==> src/rtl/usbc_ep0_pkg.sv <==
package usbc_ep0_pkg;

    localparam int SETUP_BYTES = 8;
    localparam logic [3:0] CTRL_EP = 4'd0;

    typedef enum logic [1:0] {
        HS_NONE  = 2'd0,
        HS_ACK   = 2'd1,
        HS_NAK   = 2'd2,
        HS_STALL = 2'd3
    } hs_e;

    typedef enum logic [1:0] {
        TK_OUT   = 2'd0,
        TK_IN    = 2'd1,
        TK_SETUP = 2'd2,
        TK_SOF   = 2'd3
    } tok_e;

    typedef enum logic [1:0] {
        RX_IDLE,
        RX_ARMED,
        RX_DATA
    } rx_st_e;

    // Conditions frozen when a data packet starts
    typedef struct packed {
        logic is_setup;
        logic blk_setup;
        logic blk_stall;
        logic blk_nack;
        logic seq_bad;
    } rx_ctx_t;

    typedef struct packed {
        hs_e  hs;
        logic accept;
    } verdict_t;

    function automatic logic ctx_writable(rx_ctx_t c);
        return c.is_setup | ~(c.blk_setup | c.blk_stall | c.blk_nack | c.seq_bad);
    endfunction

    // Handshake priority: error, request pending, halt, hold, toggle
    function automatic verdict_t judge(rx_ctx_t c, logic bad);
        verdict_t v;
        if (bad)              v = '{hs: HS_NONE,  accept: 1'b0};
        else if (c.is_setup)  v = '{hs: HS_ACK,   accept: 1'b1};
        else if (c.blk_setup) v = '{hs: HS_NAK,   accept: 1'b0};
        else if (c.blk_stall) v = '{hs: HS_STALL, accept: 1'b0};
        else if (c.blk_nack)  v = '{hs: HS_NAK,   accept: 1'b0};
        else if (c.seq_bad)   v = '{hs: HS_ACK,   accept: 1'b0};
        else                  v = '{hs: HS_ACK,   accept: 1'b1};
        return v;
    endfunction

endpackage

==> src/rtl/usbc_ep0_mem.sv <==
module usbc_ep0_mem #(
    parameter int DEPTH = 64,
    parameter int DW    = 8,
    localparam int AW   = $clog2(DEPTH)
) (
    input  logic          clk,
    input  logic          we,
    input  logic [AW-1:0] waddr,
    input  logic [DW-1:0] wdata,
    input  logic [AW-1:0] raddr,
    output logic [DW-1:0] rdata
);

    logic [DW-1:0] mem [DEPTH];

    always_ff @(posedge clk) begin
        if (we) mem[waddr] <= wdata;
    end

    assign rdata = mem[raddr];

endmodule

==> src/rtl/usbc_ep0_rx.sv <==
module usbc_ep0_rx
    import usbc_ep0_pkg::*;
#(
    parameter int EP_BYTES = 64,
    parameter int CNT_W    = 7,
    parameter int AW       = 6
) (
    input  logic             clk,
    input  logic             rst,
    input  logic             tok_valid,
    input  tok_e             tok_kind,
    input  logic [3:0]       tok_ep,
    input  logic             pkt_start,
    input  logic             pkt_data1,
    input  logic             rx_valid,
    input  logic [7:0]       rx_byte,
    input  logic             pkt_end,
    input  logic             crc_err,
    input  logic             stuff_err,
    input  logic [CNT_W-1:0] cfg_size,
    input  logic             setup_pending,
    input  logic             ep_nack,
    input  logic             ep_stall,
    input  logic             ep_toggle,
    output logic             wr_en,
    output logic             wr_setup,
    output logic [AW-1:0]    wr_addr,
    output logic [7:0]       wr_data,
    output logic             done_valid,
    output verdict_t         done_v,
    output logic             done_setup,
    output logic [CNT_W-1:0] done_count
);

    localparam logic [CNT_W-1:0] EP_LIM  = CNT_W'(EP_BYTES);
    localparam logic [CNT_W-1:0] SET_LIM = CNT_W'(SETUP_BYTES);

    rx_st_e           st;
    logic             arm_setup;
    rx_ctx_t          ctx;
    logic [CNT_W-1:0] cnt;
    logic             ovf;

    logic [CNT_W-1:0] ep_lim, lim;
    logic             room, bad, short_setup, tok_hit;

    assign ep_lim      = (cfg_size > EP_LIM) ? EP_LIM : cfg_size;
    assign lim         = ctx.is_setup ? SET_LIM : ep_lim;
    assign room        = cnt < lim;
    assign short_setup = ctx.is_setup && (cnt != SET_LIM);
    assign bad         = crc_err | stuff_err | ovf | short_setup;
    assign tok_hit     = (tok_ep == CTRL_EP) && (tok_kind == TK_OUT || tok_kind == TK_SETUP);

    assign wr_en      = (st == RX_DATA) && rx_valid && !pkt_end && room && ctx_writable(ctx);
    assign wr_setup   = ctx.is_setup;
    assign wr_addr    = cnt[AW-1:0];
    assign wr_data    = rx_byte;

    assign done_valid = (st == RX_DATA) && pkt_end;
    assign done_v     = judge(ctx, bad);
    assign done_setup = ctx.is_setup;
    assign done_count = cnt;

    always_ff @(posedge clk) begin
        if (rst) begin
            st        <= RX_IDLE;
            arm_setup <= 1'b0;
            ctx       <= '0;
            cnt       <= '0;
            ovf       <= 1'b0;
        end else if (tok_valid) begin
            st        <= tok_hit ? RX_ARMED : RX_IDLE;
            arm_setup <= (tok_kind == TK_SETUP);
        end else begin
            case (st)
                RX_ARMED: begin
                    if (pkt_start) begin
                        st            <= RX_DATA;
                        ctx.is_setup  <= arm_setup;
                        ctx.blk_setup <= setup_pending;
                        ctx.blk_stall <= ep_stall;
                        ctx.blk_nack  <= ep_nack;
                        ctx.seq_bad   <= (pkt_data1 != ep_toggle);
                        cnt           <= '0;
                        ovf           <= 1'b0;
                    end
                end
                RX_DATA: begin
                    if (pkt_end) begin
                        st <= RX_IDLE;
                    end else if (rx_valid) begin
                        if (room) cnt <= cnt + 1'b1;
                        else      ovf <= 1'b1;
                    end
                end
                default: st <= RX_IDLE;
            endcase
        end
    end

endmodule

==> src/rtl/usbc_ep0_regs.sv <==
module usbc_ep0_regs
    import usbc_ep0_pkg::*;
#(
    parameter int CNT_W = 7
) (
    input  logic             clk,
    input  logic             rst,
    input  logic             cfg_we,
    input  logic             cfg_nack,
    input  logic             cfg_stall,
    input  logic             cfg_toggle,
    input  logic             cfg_in_stall,
    input  logic             ep_irq_clr,
    input  logic             setup_irq_clr,
    input  logic             done_valid,
    input  verdict_t         done_v,
    input  logic             done_setup,
    input  logic [CNT_W-1:0] done_count,
    output logic             hs_valid,
    output hs_e              hs_code,
    output logic             ep_nack,
    output logic             ep_stall,
    output logic             ep_toggle,
    output logic             in_ep_stall,
    output logic             setup_pending,
    output logic [CNT_W-1:0] data_count,
    output logic             ep_irq,
    output logic             setup_irq
);

    logic take_setup, take_data;

    assign take_setup = done_valid && done_v.accept && done_setup;
    assign take_data  = done_valid && done_v.accept && !done_setup;

    // Microcontroller writes apply first; receive events override them
    always_ff @(posedge clk) begin
        if (rst) begin
            hs_valid      <= 1'b0;
            hs_code       <= HS_NONE;
            ep_nack       <= 1'b1;
            ep_stall      <= 1'b0;
            ep_toggle     <= 1'b0;
            in_ep_stall   <= 1'b0;
            setup_pending <= 1'b0;
            data_count    <= '0;
            ep_irq        <= 1'b0;
            setup_irq     <= 1'b0;
        end else begin
            hs_valid <= done_valid;
            if (done_valid) hs_code <= done_v.hs;

            if (cfg_we) begin
                ep_nack     <= cfg_nack;
                ep_stall    <= cfg_stall;
                ep_toggle   <= cfg_toggle;
                in_ep_stall <= cfg_in_stall;
            end
            if (ep_irq_clr) ep_irq <= 1'b0;
            if (setup_irq_clr) begin
                setup_irq     <= 1'b0;
                setup_pending <= 1'b0;
            end

            if (take_setup) begin
                setup_pending <= 1'b1;
                setup_irq     <= 1'b1;
                ep_stall      <= 1'b0;
                in_ep_stall   <= 1'b0;
                ep_toggle     <= 1'b1;
            end
            if (take_data) begin
                data_count <= done_count;
                ep_toggle  <= ~ep_toggle;
                ep_nack    <= 1'b1;
                ep_irq     <= 1'b1;
            end
        end
    end

endmodule

==> src/rtl/usbc_ep0_out.sv <==
module usbc_ep0_out
    import usbc_ep0_pkg::*;
#(
    parameter int  EP_BYTES = 64,
    localparam int CNT_W    = $clog2(EP_BYTES + 1),
    localparam int AW       = $clog2(EP_BYTES)
) (
    input  logic             clk,
    input  logic             rst,
    input  logic             tok_valid,
    input  logic [1:0]       tok_kind,
    input  logic [3:0]       tok_ep,
    input  logic             pkt_start,
    input  logic             pkt_data1,
    input  logic             rx_valid,
    input  logic [7:0]       rx_byte,
    input  logic             pkt_end,
    input  logic             crc_err,
    input  logic             stuff_err,
    input  logic [CNT_W-1:0] cfg_size,
    input  logic             cfg_we,
    input  logic             cfg_nack,
    input  logic             cfg_stall,
    input  logic             cfg_toggle,
    input  logic             cfg_in_stall,
    input  logic             ep_irq_clr,
    input  logic             setup_irq_clr,
    input  logic             rd_setup,
    input  logic [AW-1:0]    rd_addr,
    output logic [7:0]       rd_data,
    output logic             hs_valid,
    output logic [1:0]       hs_code,
    output logic             ep_nack,
    output logic             ep_stall,
    output logic             ep_toggle,
    output logic             in_ep_stall,
    output logic             setup_pending,
    output logic [CNT_W-1:0] data_count,
    output logic             ep_irq,
    output logic             setup_irq
);

    localparam int SAW = $clog2(SETUP_BYTES);

    logic             wr_en, wr_setup;
    logic [AW-1:0]    wr_addr;
    logic [7:0]       wr_data;
    logic             done_valid, done_setup;
    verdict_t         done_v;
    logic [CNT_W-1:0] done_count;
    hs_e              hs_q;
    logic [7:0]       ep_q, set_q;

    usbc_ep0_rx #(
        .EP_BYTES(EP_BYTES), .CNT_W(CNT_W), .AW(AW)
    ) u_rx (
        .clk, .rst, .tok_valid,
        .tok_kind(tok_e'(tok_kind)), .tok_ep,
        .pkt_start, .pkt_data1, .rx_valid, .rx_byte,
        .pkt_end, .crc_err, .stuff_err, .cfg_size,
        .setup_pending, .ep_nack, .ep_stall, .ep_toggle,
        .wr_en, .wr_setup, .wr_addr, .wr_data,
        .done_valid, .done_v, .done_setup, .done_count
    );

    usbc_ep0_regs #(.CNT_W(CNT_W)) u_regs (
        .clk, .rst, .cfg_we, .cfg_nack, .cfg_stall, .cfg_toggle,
        .cfg_in_stall, .ep_irq_clr, .setup_irq_clr,
        .done_valid, .done_v, .done_setup, .done_count,
        .hs_valid, .hs_code(hs_q), .ep_nack, .ep_stall, .ep_toggle,
        .in_ep_stall, .setup_pending, .data_count, .ep_irq, .setup_irq
    );

    usbc_ep0_mem #(.DEPTH(EP_BYTES)) u_ep_buf (
        .clk, .we(wr_en && !wr_setup), .waddr(wr_addr), .wdata(wr_data),
        .raddr(rd_addr), .rdata(ep_q)
    );

    usbc_ep0_mem #(.DEPTH(SETUP_BYTES)) u_req_buf (
        .clk, .we(wr_en && wr_setup), .waddr(wr_addr[SAW-1:0]), .wdata(wr_data),
        .raddr(rd_addr[SAW-1:0]), .rdata(set_q)
    );

    assign rd_data = rd_setup ? set_q : ep_q;
    assign hs_code = hs_q;

endmodule

==> config.mk <==
export PLATFORM = sky130hd
export DESIGN_NAME = usbc_ep0_out
export DESIGN_NICKNAME = d
export VERILOG_FILES = /design/src/rtl/usbc_ep0_pkg.sv /design/src/rtl/usbc_ep0_mem.sv /design/src/rtl/usbc_ep0_rx.sv /design/src/rtl/usbc_ep0_regs.sv /design/src/rtl/usbc_ep0_out.sv
export SDC_FILE = /design/constraint.sdc
export NUM_CORES = 1
export LEC_CHECK = 0
export ABC_CLOCK_PERIOD_IN_PS = 4300
export BUFFER_PORTS_ARGS = -buffer_cell sky130_fd_sc_hd__buf_2
export CORE_AREA = 4 4 216 197
export DETAILED_ROUTE_END_ITERATION = 10
export DIE_AREA = 0 0 220 201
export PLACE_DENSITY = 0.85
export REMOVE_ABC_BUFFERS = 1
export SYNTH_ARGS = -nofsm -noshare
export SYNTH_HDL_FRONTEND = slang
export SYNTH_SLANG_ARGS = --single-unit
==> constraint.sdc <==
create_clock -name clk -period 4.3 [get_ports clk]
set_input_delay 0 -clock clk [delete_from_list [all_inputs] [get_ports clk]]
set_output_delay 0 -clock clk [all_outputs]
set_load 0.02 [all_outputs]
==> metrics <==
peak supply drop=0.2987 mV; input/output buffers=68; Post-CTS Setup Inserts=0; sequential area share after synthesis=0.7511; largest net degree at the start of global routing=92; via count=12600; insertion delay to the later sink of the worst-skew pair=600 ps; die span in x=220 µm; most frequent cells after synthesis=edfxtp_1, mux4_2, nor2_1; Starting Density=0.5927; die height=201 µm; Worst Setup EP=u_ep_buf.mem[11][2]$_DFFE_PP_; Primary FF master, synth=edfxtp_1; Crit path depth=10; Final WS setup=644.5 ps; total grt overflow=0; placed cells=1737; die area=0.04422 mm²; max_cap viols=0; Synth Cell Area=0.02388 mm²; internal power=0.009388 W; final setup vio count=0; total CTS buffers=55; share of cells above drive strength 1=0.2481; dpl ws=732.3 ps; Synth area leaders=edfxtp_1, mux4_2, dfxtp_1; remaining antenna violation count after routing=0; CP startpoint=u_rx.done_setup$_SDFFE_PP0P_; CP max FO=12; CP Class=flip-flop to flip-flop; PD cells=440.9 mW/mm²; Tcrit/Tclk final=0.8501; Syn-to-layout area delta=12.43%; Fmax achieved=273.6 MHz; vias in the first global route=12640; HP Class=input port to flip-flop; Placeable Area=0.04029 mm²; asr flop ratio synth=0; initial antenna violation count=2; cells along the critical path=nor2_1 > nand2_1 > ha_1 > a21o_1 > a21o_1 > a21o_1 > nor4_4 > buf_4 > nand3_1 > nor2_1; clk_skew=27.56 ps; GPL Wtd Cong=0.9018; max incr delay on CP=740 ps; Final Hold Vio Count=0; clock share of power=0.405; status=finished clean; root buf cell=clkbuf_16; Yosys top cell by area=edfxtp_1; switching share of total power=0.2069; Mapped Cells=1182; CP required=4500 ps; delay-heaviest family, CP=simple AND/OR/NAND/NOR gates; yosys warns=0; Seq pwr share=0.547; post-synth cell types=49; RSZ-0062 raised after global routing=false; Worst Path Buf+Inv=1; Crit. End Element=flip-flop; Slowest cell on crit path=nor2_1; Tmin final=3656 ps; Slew Limit Headroom=0.2656; Post-synth EDFFs=576; #FFs+latches synth=608; CP most frequent cell=a21o_1; H-tree depth=2; Global Route Usage Sum=0.2643; crit path launch type=flip-flop; wire length of the first global-routing pass=85.72 mm; # IOs=69; Initial DRT Pass Iterations=5; FF-to-FF path depth=10; drt wl/cell=30.62 µm; Sink Count=608; Synth top area share=0.7243; Final nets=1338; HPWL Detailed=31.98 mm; Slew @ Worst Pin=1102 ps; Critical R2R Launch=u_rx.done_setup$_SDFFE_PP0P_; Layout Utilization=0.6664; setup TNS=0 ps; syn avg cell area=20.20 µm²; Pleak=8.619 nW; # rows=70; CTS max path bufs=3; DRC errors left=0; final count of pins violating max slew=0; Starting DRT DRC Count=2179; CTS tree=yes; Register-to-Register Setup Slack=640 ps; clk slew on worst S/H paths=60 ps; reg2reg end=u_ep_buf.mem[11][2]$_DFFE_PP_; vias per inst=6.732; NetSw=0.002450 W; Gate power share=0.048; Crit path arrival time=3860 ps; most common cell in the netlist=edfxtp_1; drt total wl=57.29 mm; fin cells=1871
## per-layer routing
metal	routed length, µm	track usage	share of wire
met1	21570	0.3963	0.38
met2	27490	0.4070	0.48
met5	2	0	0.000035
met4	1582	0.06885	0.028
met3	6643	0.05494	0.12
## per-stage QoR
stage / hold WS (ps) / power [W] / instance area (µm²)
final: 72.82 / 0.01184 / 26850
after global routing: 94.32 / 0.01217 / 26850
after CTS: 68.68 / 0.01186 / 26850
after detailed placement: 238.9 / 0.007141 / 24780
after global placement: 233.3 / 0.007131 / 24780
after floorplan: 69.07 / 0.006837 / 23610
## area by class of cell
cell class	instances	area, µm²
sequential	608	17940
clock inverter	28	252.7
tap	540	675.6
antenna	1	2.502
timing repair buffer	113	809.5
inverter	7	26.28
fill	2474	13440
clock buffer	73	1496
multi-input combinational	501	5648
## registers in the layout, summed over array words and instances, names as in the netlist
signal	count
u_ep_buf.mem	512
u_regs.data_count	7
u_regs.ep_irq	1
u_regs.ep_nack	1
u_regs.ep_stall	1
u_regs.ep_toggle	1
u_regs.hs_code	2
u_regs.hs_valid	1
u_regs.in_ep_stall	1
u_regs.setup_irq	1
u_req_buf.mem	64
u_rx.arm_setup	1
u_rx.ctx	4
u_rx.done_count	7
u_rx.done_setup	1
u_rx.ovf	1
u_rx.st	2
## power groups by stage
stage / Combinational, W / Clock [W] / Sequential (W)
6_report: 0.000566 / 0.00480 / 0.00648
2_1_floorplan: 0.000231 / 0 / 0.00661
3_3_place_gp: 0.000527 / 0 / 0.00660
3_5_place_dp: 0.000537 / 0 / 0.00660
4_1_cts: 0.000563 / 0.00482 / 0.00648
5_1_grt: 0.000600 / 0.00510 / 0.00647
## repair_timing
| item | in CTS | in global routing |
|---|---|---|
| endpoints found under the setup margin | 0 | 0 |
| hold endpoints to repair | 28 | 0 |
| resized for setup | 0 | 0 |
| hold buffers | 32 | 0 |
## cells by family after synthesis
logic type               count (synthesis)  synth area share
AO/OA/AOI/OAI                           75           0.02101
XOR/XNOR                                 2         0.0007337
adder cells (fa/ha/maj)                  8          0.004192
buffers and inverters                   73           0.01236
flip-flops                             608            0.7511
multiplexers                           206            0.1691
AND/OR/NAND/NOR                        210           0.04150
## worst min path at each step
stage                                      endpoint  cells after the start       start  slack (ps)
CTS                 u_rx.done_count[2]$_SDFFE_PP0P_                      5    rx_valid          70
global placement        u_regs.ep_nack$_SDFFE_PP1P_                      3    cfg_nack         230
global route          u_ep_buf.mem[17][1]$_DFFE_PP_                      1  rx_byte[1]          90
floorplan                u_regs.ep_irq$_SDFFE_PP0P_                      1         rst          70
finish                u_ep_buf.mem[17][1]$_DFFE_PP_                      1  rx_byte[1]          70
detailed placement      u_regs.ep_nack$_SDFFE_PP1P_                      3    cfg_nack         240
## placed cells by master (no fill, tap or decap), drive strengths merged, types with 3 or more instances in the layout
master       count
a211oi           3
a21o             4
a21oi           21
a22oi           13
and2             3
buf             81
bufinv           4
clkbuf          73
clkinv          19
dfxtp           32
dlygate4sd3     32
edfxtp         576
ha               8
inv             10
mux2             9
mux2i           40
mux4           157
nand2           31
nand2b           5
nand3           30
nand3b           8
nor2            97
nor2b            8
nor3             7
nor4             3
o211ai          11
o21ai            5
o221ai           4
o22ai            5
or3              5
Note: power is estimated with default switching activity, not from simulation.
